<file path="src/rtl/xmr_pkg.sv">
package xmr_pkg;

  localparam int unsigned IDX_W  = 4;
  localparam int unsigned DATA_W = 32;

  typedef enum logic [IDX_W-1:0] {
    IDX_NAME_HI  = 4'd0,
    IDX_NAME_LO  = 4'd1,
    IDX_VERSION  = 4'd2,
    IDX_LED      = 4'd4,
    IDX_GPIO     = 4'd5,
    IDX_APP_ADDR = 4'd6,
    IDX_APP_SIZE = 4'd7,
    IDX_MODE     = 4'd8
  } reg_idx_e;

  typedef struct packed {
    logic name_hi;
    logic name_lo;
    logic version;
    logic led;
    logic gpio;
    logic app_addr;
    logic app_size;
    logic mode;
  } reg_hit_t;

endpackage

</file>
<file path="src/rtl/xmr_sync.sv">
module xmr_sync #(
  parameter int unsigned WIDTH  = 2,
  parameter int unsigned STAGES = 2
) (
  input  logic             clk,
  input  logic             rst_n,
  input  logic [WIDTH-1:0] async_i,
  output logic [WIDTH-1:0] sync_o
);

  logic [WIDTH-1:0] stage_q [STAGES];
  logic [WIDTH-1:0] stage_d [STAGES];

  always_comb begin
    stage_d[0] = async_i;
    for (int s = 1; s < STAGES; s++) stage_d[s] = stage_q[s-1];
  end

  always_ff @(posedge clk or negedge rst_n) begin
    if (!rst_n) begin
      for (int s = 0; s < STAGES; s++) stage_q[s] <= '0;
    end else begin
      for (int s = 0; s < STAGES; s++) stage_q[s] <= stage_d[s];
    end
  end

  assign sync_o = stage_q[STAGES-1];

  generate
    if (STAGES >= 2) begin : g_chk
      // the last stage copies the one before it, one edge later
      a_r4_sync_chain: assert property (@(posedge clk) disable iff (!rst_n)
        stage_q[STAGES-1] == $past(stage_q[STAGES-2]));
    end
  endgenerate

endmodule

</file>
<file path="src/rtl/xmr_decode.sv">
module xmr_decode
  import xmr_pkg::*;
#(
  parameter int unsigned ADDR_W = 8
) (
  input  logic [ADDR_W-1:0] addr_i,
  output reg_hit_t          hit_o
);

  localparam int unsigned HI_W = ADDR_W - IDX_W;

  logic in_range;

  generate
    if (HI_W > 0) begin : g_hi
      assign in_range = (addr_i[ADDR_W-1:IDX_W] == '0);
    end else begin : g_nohi
      assign in_range = 1'b1;
    end
  endgenerate

  always_comb begin
    hit_o = '0;
    if (in_range) begin
      case (addr_i[IDX_W-1:0])
        IDX_NAME_HI:  hit_o.name_hi  = 1'b1;
        IDX_NAME_LO:  hit_o.name_lo  = 1'b1;
        IDX_VERSION:  hit_o.version  = 1'b1;
        IDX_LED:      hit_o.led      = 1'b1;
        IDX_GPIO:     hit_o.gpio     = 1'b1;
        IDX_APP_ADDR: hit_o.app_addr = 1'b1;
        IDX_APP_SIZE: hit_o.app_size = 1'b1;
        IDX_MODE:     hit_o.mode     = 1'b1;
        default:      hit_o          = '0;
      endcase
    end
  end

endmodule

</file>
<file path="src/rtl/xmr_mode_ctl.sv">
module xmr_mode_ctl (
  input  logic clk,
  input  logic rst_n,
  input  logic mode_wr_i,
  output logic app_mode_o
);

  logic app_q;
  logic app_d;
  logic app_en;

  // one-way: only a firmware-mode write may move the flag
  always_comb begin
    app_en = mode_wr_i & ~app_q;
    app_d  = 1'b1;
  end

  always_ff @(posedge clk or negedge rst_n) begin
    if (!rst_n)      app_q <= 1'b0;
    else if (app_en) app_q <= app_d;
  end

  assign app_mode_o = app_q;

  // application mode holds until reset
  a_r8_mode_sticky: assert property (@(posedge clk) disable iff (!rst_n)
    app_q |=> app_q);

  // a mode write in firmware mode enters application mode next cycle
  a_r7_mode_entry: assert property (@(posedge clk) disable iff (!rst_n)
    (mode_wr_i && !app_q) |=> app_q);

endmodule

</file>
<file path="src/rtl/xmr_regs.sv">
module xmr_regs
  import xmr_pkg::*;
#(
  parameter int unsigned LED_W      = 3,
  parameter int unsigned GPIO_IN_N  = 2,
  parameter int unsigned GPIO_OUT_N = 2,
  parameter logic [63:0] NAME       = 64'h0,
  parameter logic [31:0] VERSION    = 32'h0
) (
  input  logic                  clk,
  input  logic                  rst_n,
  input  logic                  rd_en_i,
  input  logic                  wr_en_i,
  input  reg_hit_t              hit_i,
  input  logic [DATA_W-1:0]     wdata_i,
  input  logic                  app_mode_i,
  input  logic [GPIO_IN_N-1:0]  gpi_sync_i,
  output logic [LED_W-1:0]      led_o,
  output logic [GPIO_OUT_N-1:0] gpo_o,
  output logic [DATA_W-1:0]     rdata_o
);

  localparam int unsigned GPIO_W = GPIO_IN_N + GPIO_OUT_N;

  logic [LED_W-1:0]      led_q,  led_d;
  logic [GPIO_OUT_N-1:0] gpo_q,  gpo_d;
  logic [DATA_W-1:0]     addr_q, addr_d;
  logic [DATA_W-1:0]     size_q, size_d;
  logic led_en, gpo_en, addr_en, size_en;

  // next-state and enables
  always_comb begin
    led_en  = wr_en_i & hit_i.led;
    gpo_en  = wr_en_i & hit_i.gpio;
    addr_en = wr_en_i & hit_i.app_addr & ~app_mode_i;
    size_en = wr_en_i & hit_i.app_size & ~app_mode_i;
    led_d   = wdata_i[LED_W-1:0];
    gpo_d   = wdata_i[GPIO_IN_N +: GPIO_OUT_N];
    addr_d  = wdata_i;
    size_d  = wdata_i;
  end

  always_ff @(posedge clk or negedge rst_n) begin
    if (!rst_n) begin
      led_q  <= '0;
      gpo_q  <= '0;
      addr_q <= '0;
      size_q <= '0;
    end else begin
      if (led_en)  led_q  <= led_d;
      if (gpo_en)  gpo_q  <= gpo_d;
      if (addr_en) addr_q <= addr_d;
      if (size_en) size_q <= size_d;
    end
  end

  // read multiplexer
  always_comb begin
    rdata_o = '0;
    if (rd_en_i) begin
      if (hit_i.name_hi)  rdata_o = NAME[63:32];
      if (hit_i.name_lo)  rdata_o = NAME[31:0];
      if (hit_i.version)  rdata_o = VERSION;
      if (hit_i.led)      rdata_o[LED_W-1:0] = led_q;
      if (hit_i.gpio)     rdata_o[GPIO_W-1:0] = {gpo_q, gpi_sync_i};
      if (hit_i.app_addr) rdata_o = addr_q;
      if (hit_i.app_size) rdata_o = size_q;
      if (hit_i.mode)     rdata_o[0] = app_mode_i;
    end
  end

  assign led_o = led_q;
  assign gpo_o = gpo_q;

  // start address and size frozen in application mode
  a_r8_addr_locked: assert property (@(posedge clk) disable iff (!rst_n)
    app_mode_i |=> $stable(addr_q));
  a_r8_size_locked: assert property (@(posedge clk) disable iff (!rst_n)
    app_mode_i |=> $stable(size_q));

  // LED register changes only through a write to its word
  a_r3_led_hold: assert property (@(posedge clk) disable iff (!rst_n)
    !(wr_en_i && hit_i.led) |=> $stable(led_q));

  // output pins change only through a write to the GPIO word
  a_r5_gpo_hold: assert property (@(posedge clk) disable iff (!rst_n)
    !(wr_en_i && hit_i.gpio) |=> $stable(gpo_q));

endmodule

</file>
<file path="src/rtl/xmr_regbank.sv">
module xmr_regbank
  import xmr_pkg::*;
#(
  parameter int unsigned ADDR_W     = 8,
  parameter int unsigned LED_W      = 3,
  parameter int unsigned GPIO_IN_N  = 2,
  parameter int unsigned GPIO_OUT_N = 2,
  parameter int unsigned SYNC_STG   = 2,
  parameter logic [63:0] NAME       = 64'h786d_7262_616e_6b31,
  parameter logic [31:0] VERSION    = 32'd3
) (
  input  logic                  clk,
  input  logic                  rst_n,
  input  logic                  cs_i,
  input  logic                  we_i,
  input  logic [ADDR_W-1:0]     addr_i,
  input  logic [DATA_W-1:0]     wdata_i,
  output logic [DATA_W-1:0]     rdata_o,
  output logic [LED_W-1:0]      led_o,
  input  logic [GPIO_IN_N-1:0]  gpio_in_i,
  output logic [GPIO_OUT_N-1:0] gpio_out_o,
  output logic                  app_mode_o
);

  reg_hit_t              hit;
  logic                  wr_en;
  logic                  rd_en;
  logic                  app_mode;
  logic [GPIO_IN_N-1:0]  gpi_sync;

  assign wr_en = cs_i & we_i;
  assign rd_en = cs_i & ~we_i;

  xmr_decode #(.ADDR_W(ADDR_W)) u_decode (
    .addr_i (addr_i),
    .hit_o  (hit)
  );

  xmr_sync #(.WIDTH(GPIO_IN_N), .STAGES(SYNC_STG)) u_sync (
    .clk     (clk),
    .rst_n   (rst_n),
    .async_i (gpio_in_i),
    .sync_o  (gpi_sync)
  );

  xmr_mode_ctl u_mode (
    .clk        (clk),
    .rst_n      (rst_n),
    .mode_wr_i  (wr_en & hit.mode),
    .app_mode_o (app_mode)
  );

  xmr_regs #(
    .LED_W      (LED_W),
    .GPIO_IN_N  (GPIO_IN_N),
    .GPIO_OUT_N (GPIO_OUT_N),
    .NAME       (NAME),
    .VERSION    (VERSION)
  ) u_regs (
    .clk        (clk),
    .rst_n      (rst_n),
    .rd_en_i    (rd_en),
    .wr_en_i    (wr_en),
    .hit_i      (hit),
    .wdata_i    (wdata_i),
    .app_mode_i (app_mode),
    .gpi_sync_i (gpi_sync),
    .led_o      (led_o),
    .gpo_o      (gpio_out_o),
    .rdata_o    (rdata_o)
  );

  assign app_mode_o = app_mode;

  // nothing is returned while deselected
  a_r10_idle_zero: assert property (@(posedge clk) disable iff (!rst_n)
    !cs_i |-> (rdata_o == '0));

endmodule

</file>
<file path="config.mk">
export PLATFORM = sky130hd
export DESIGN_NAME = xmr_regbank
export DESIGN_NICKNAME = d
export VERILOG_FILES = /design/src/rtl/xmr_pkg.sv /design/src/rtl/xmr_sync.sv /design/src/rtl/xmr_decode.sv /design/src/rtl/xmr_mode_ctl.sv /design/src/rtl/xmr_regs.sv /design/src/rtl/xmr_regbank.sv
export SDC_FILE = /design/constraint.sdc
export NUM_CORES = 1
export LEC_CHECK = 0
export CORE_ASPECT_RATIO = 0.7
export CORE_MARGIN = 1
export CORE_UTILIZATION = 55
export CTS_CLUSTER_DIAMETER = 100
export DETAILED_ROUTE_END_ITERATION = 12
export DONT_BUFFER_PORTS = 1
export PLACE_DENSITY = 0.7
export SLEW_MARGIN = 20
export SYNTH_ARGS = -nofsm -noshare
export SYNTH_HDL_FRONTEND = slang
export SYNTH_HIERARCHICAL = 1
export SYNTH_SLANG_ARGS = --single-unit
</file>
<file path="constraint.sdc">
create_clock -name clk -period 11.6 [get_ports clk]
set_input_delay 2.9 -clock clk [delete_from_list [all_inputs] [get_ports clk]]
set_output_delay 2.9 -clock clk [all_outputs]
set_load 0.005 [all_outputs]
</file>
# Word level (Yosys, flattened, before mapping)
# Cells that the tools add are included.
[word_totals] reg_bits=74 out_inout_bits=38
[op_classes] n_bitwise=12 n_reduce_logical=2 eq_ne=7 muxes=18
[op_table] op="$mux 32" count=3
[op_table] op="$mux 31" count=3
[op_table] op="$eq 4x3->1 const B" count=4
[op_table] op="$and 1x1->1" count=10
[op_table] op="$mux 1" count=9
[op_table] op="$logic_not 4->1" count=2
[op_table] op="$mux 8" count=1
[op_table] op="$eq 4x1->1 const B" count=1
[op_table] op="$eq 4x2->1 const B" count=1
[op_table] op="$eq 4x4->1 const B" count=1
[op_table] op="$mux 4" count=1
[op_table] op="$mux 3" count=1
[op_table] op="$not 1->1" count=2

# Longest topological paths before layout
[depth] word_depth=12 ltp_mapped=8 depth_no_buf=5

# By module
# Netlist, hierarchy kept.
[by_module_without_submodules] mod="xmr_regs" cells_per_inst=228 seq_area_each_um2=1726.7 n_inst=1 area_per_inst_um2=3482.1
[by_module_without_submodules] mod="xmr_decode" cells_per_inst=16 seq_area_each_um2=0.0 n_inst=1 area_per_inst_um2=102.6
[by_module_without_submodules] mod="xmr_sync" cells_per_inst=4 seq_area_each_um2=100.1 n_inst=1 area_per_inst_um2=100.1
[by_module_without_submodules] mod="xmr_mode_ctl" cells_per_inst=2 seq_area_each_um2=25.0 n_inst=1 area_per_inst_um2=31.3
[by_module_without_submodules] mod="xmr_regbank" cells_per_inst=3 seq_area_each_um2=0.0 n_inst=1 area_per_inst_um2=23.8

# Worst setup path before layout
# Ideal clock, no wire load.
[synth_timing] path_kind="input port to output port" startpoint="input port addr_i[5]" endpoint="output port rdata_o[13]" stages=6 required_ns=8.700 slack_ns=3.859 arrival_time_ns=4.841 n_path_buf=1 path_cell_list="or4_4 -> buf_6 -> nor3_1 -> nor2_2 -> a21boi_4 -> o221a_1"
[synth_lines] element="start, declared" line_no="xmr_regbank.sv:16" source="input logic [ADDR_W-1:0] addr_i,"
[synth_lines] element="end, declared" line_no="xmr_regbank.sv:18" source="output logic [DATA_W-1:0] rdata_o,"

==> summary.md <==
| Metric | Value |
|---|---|
| Routability congestion estimate from global placement | `0.791` |
| Synth unique cells | `42` |
| Maximum level of the CTS H-tree | `3` |
| Total number of nets in the final design | `295` |
| All-Layer GR Usage | `23.0%` |
| Antenna Cells | `0` |
| # rows | `24` |
| Overall via count from detail_route | `2111` |
| Nature of the critical path startpoint | `primary input` |
| Resize count post-CTS | `0` |
| WP data required | `8700 ps` |
| Layout overhead on the synthesized area | `4.92%` |
| Maximum number of pins on one net before global-route repair | `between 70 and 80` |
| Initial antenna violation count | `0` |
| Maximum fanout along the worst path | `22` |
| Min-delay worst type | `reg2reg` |
| Power Dens Cells | `122 nW/um2` |
| Outcome | `finished, final reports clean` |
| Final setup margin | `3130 ps` |
| Maximum number of buffers from clock root to sink | `2` |
| Share of the clock period used by the worst path | `73.0%` |
| Worst Max-Slew Pin Slew | `approximately 1000 ps` |
| Share of flip-flops with an asynchronous set or reset after synthesis | `100%` |
| Cells after synthesis | `253` |
| # clock sinks | `74` |
| Minimum clock period after layout | `around 8500 ps` |
| Grt ovf | `0` |
| Length of the first detailed-routing pass in iterations | `4` |
| Final worst clock skew | `3.80 ps` |
| Cell taking the most area after synthesis | `sky130_fd_sc_hd__dfrtp_1` |
| Post-placement setup slack | `2950 ps` |
| Family of cells with the greatest summed delay on the critical path | `simple AND/OR/NAND/NOR gates` |
| Cell-by-cell listing of the critical path | `or4_4 > nor3_1 > nand2b_1 > o221ai_1 > a31oi_1` |
| Worst hold slack | `349 ps` |
| Insertion delay to the later sink of the worst-skew pair | `approximately 340 ps` |
| Most used DFF post-synth | `sky130_fd_sc_hd__dfrtp_1` |
| Post-synth EDFFs | `0` |
| Cell types with the largest area share after synthesis | `sky130_fd_sc_hd__dfrtp_1 50%, sky130_fd_sc_hd__mux2_4 24%, sky130_fd_sc_hd__o221a_1 5.7%` |
| Die Height | `71.0 um` |
| Largest stage delay on the critical path | `780 ps` |
| Count of input and output buffers | `0` |
| Antenna-violating nets left | `0` |
| Die width | `101 um` |
| Buffers inserted during post-CTS setup optimization | `0` |
| Unrepaired setup endpoints after global routing | `no` |
| Vias in the first global route | `2192` |
| Relative slew slack | `between 30% and 40%` |
| Post-Route Setup TNS | `0 ps` |
| Number of flip-flops and latches in the synthesized netlist | `74` |
| I/O pin total | `84` |
| Reg clk slew, reported paths | `around 70 ps` |
| Slowest-stage cell, CP | `sky130_fd_sc_hd__nand2b_1` |
| Count of warnings emitted by yosys | `6` |
| Fill cell instance count of the final layout | `494` |
| P_leak | `1.96 nW` |
| Final routed DRC violation total | `0` |
| Buffering stage count on the worst path with inverters included | `0` |
| Kind of critical path | `in2out` |
| Slew Limit Fails | `0` |
| HPWL after detailed placement | `about 4.8 mm` |
| Critical Path AT | `about 5600 ps` |
| Standard cell core area | `6400 um2` |
| Number of DRC markers in iteration 0 | `between 90 and 100` |
| Sequential cell area fraction in the yosys report | `49.5%` |
| Fraction of post-synthesis cell area in the top cell type by area | `49.5%` |
| Starting Density | `around three fifths` |
| Wire length of the first global-routing pass | `about 12 mm` |
| Hold-fix buffers, CTS | `0` |
| Net Count, Synth | `299` |
| Routed Wire Length | `7.52 mm` |
| Number of buffers added by the clock tree synthesis step | `9` |
| Layout Utilization | `61.3%` |
| Post-synth design cell area | `between 3000 and 4000 um2` |
| Final Hold Fails | `0` |
| Layout cells sized above 1 | `between 30% and 40%` |
| TritonCTS clock tree | `built` |
| Maximum frequency from static timing analysis | `118 MHz` |
| Routed WL per cell | `21.8 um` |
| Maximum vdd drop | `0.0000666 V` |
| Average vias per placed instance | `approximately 6` |
| Clock root buffer | `sky130_fd_sc_hd__clkbuf_8` |
| Die Outline Area | `just over 7000 um2` |
| Mapped Avg Cell Area | `roughly 15 um2` |
| Max-capacitance violation count | `0` |
| Final setup viols | `0` |
| Type of element capturing the critical path | `primary output` |
==> placed cells by master, fill, tap and decap left out, types with 2 or more instances in the layout <==
cell type / synthesis / layout
sky130_fd_sc_hd__dfrtp_1: 74 / 74
sky130_fd_sc_hd__mux2_4: 60 / 60
sky130_fd_sc_hd__o221a_1: 19 / 19
sky130_fd_sc_hd__nor2b_1: 10 / 10
sky130_fd_sc_hd__clkbuf_8: 0 / 9
sky130_fd_sc_hd__nand2_1: 8 / 8
sky130_fd_sc_hd__a22oi_1: 8 / 8
sky130_fd_sc_hd__nand2b_1: 7 / 7
sky130_fd_sc_hd__mux2_2: 5 / 5
sky130_fd_sc_hd__nor4_1: 4 / 4
sky130_fd_sc_hd__mux2_1: 4 / 4
sky130_fd_sc_hd__clkinv_2: 0 / 3
sky130_fd_sc_hd__nor3_1: 4 / 3
sky130_fd_sc_hd__nor2_1: 3 / 3
sky130_fd_sc_hd__and2b_2: 2 / 2
sky130_fd_sc_hd__clkinv_4: 0 / 2
sky130_fd_sc_hd__a21boi_4: 2 / 2
sky130_fd_sc_hd__o221ai_1: 2 / 2
sky130_fd_sc_hd__a31oi_1: 2 / 2
sky130_fd_sc_hd__nand2_4: 2 / 2
==> layer usage <==
metal  track usage (%)  wire length, um  vias to the layer above
li1                  -                -                      942
met1              32.0             3530                     1096
met2              32.6             3350                       67
met3              9.39              595                        6
met4              7.73               54                        0
met5                 0                0                        -
==> flip-flops by register name, indices dropped and copies added (netlist names) <==
register / flops
u_regs/addr_q: 32
u_regs/size_q: 32
u_regs/led_o: 3
u_regs/gpo_o: 2
u_sync/stage_d: 2
u_sync/sync_o: 2
u_mode/app_mode_o: 1
==> per-stage QoR <==
step / cells / area [um2] / power, mW
final: 345 / 3920 / 0.480
after floorplan: 253 / 3740 / 0.287
after detailed placement: 329 / 3720 / 0.290
after global routing: 345 / 3920 / 0.502
after CTS: 345 / 3920 / 0.486
after global placement: 329 / 3720 / 0.290
==> kinds of logic after synthesis <==
logic type	Yosys count	synth area share [%]
flip-flops	74	49.5
AO/OA/AOI/OAI	43	11.5
multiplexers	69	26.8
buffers and inverters	17	3.81
AND/OR/NAND/NOR	50	8.40
==> synthesized netlist by cell type (2+ instances only) <==
| cell type | count |
|---|---|
| sky130_fd_sc_hd__o221ai_1 | 2 |
| sky130_fd_sc_hd__a31oi_1 | 2 |
| sky130_fd_sc_hd__nor4_1 | 4 |
| sky130_fd_sc_hd__nand2_1 | 8 |
| sky130_fd_sc_hd__mux2_2 | 5 |
| sky130_fd_sc_hd__buf_2 | 3 |
| sky130_fd_sc_hd__clkbuf_1 | 2 |
| sky130_fd_sc_hd__mux2_4 | 60 |
| sky130_fd_sc_hd__mux2_1 | 4 |
| sky130_fd_sc_hd__a22oi_1 | 8 |
| sky130_fd_sc_hd__nor3_1 | 4 |
| sky130_fd_sc_hd__dfrtp_1 | 74 |
| sky130_fd_sc_hd__and2b_2 | 2 |
| sky130_fd_sc_hd__nor2_1 | 3 |
| sky130_fd_sc_hd__a21boi_4 | 2 |
| sky130_fd_sc_hd__nand2b_1 | 7 |
| sky130_fd_sc_hd__nand2_4 | 2 |
| sky130_fd_sc_hd__buf_6 | 10 |
| sky130_fd_sc_hd__nor2b_1 | 10 |
| sky130_fd_sc_hd__o221a_1 | 19 |
==> final timing paths <==
check	from	to	slack, ps	depth (start not counted)
setup / recovery	addr_i[5]	rdata_o[1]	3130	5
hold / removal	u_sync/stage_d[0]	u_sync/sync_o[0]	350	0
setup reg to reg	u_mode/app_mode_o	u_regs/addr_q[20]	9930	3
hold reg to reg	u_sync/stage_d[0]	u_sync/sync_o[0]	350	0
max in group asynchronous	rst_n	u_sync/stage_d[0]	9230	0
min in group asynchronous	rst_n	u_regs/size_q[5]	2250	0
==> report_power, final <==
part / internal (mW) / switching (mW)
registers: 0.265 / 0.00445
logic: 0.0109 / 0.00510
clock network: 0.0988 / 0.0956
==> layout make-up <==
cell class / instances / area, um2 / area share (%)
clock buffer: 9 / 124 / 3.16
clock inverter: 7 / 70.1 / 1.79
inverter: 2 / 7.51 / 0.191
multi-input combinational: 162 / 1760 / 44.8
sequential: 74 / 1850 / 47.2
tap: 91 / 114 / 2.90
No activity file was read; power rests on OpenSTA's default activity.
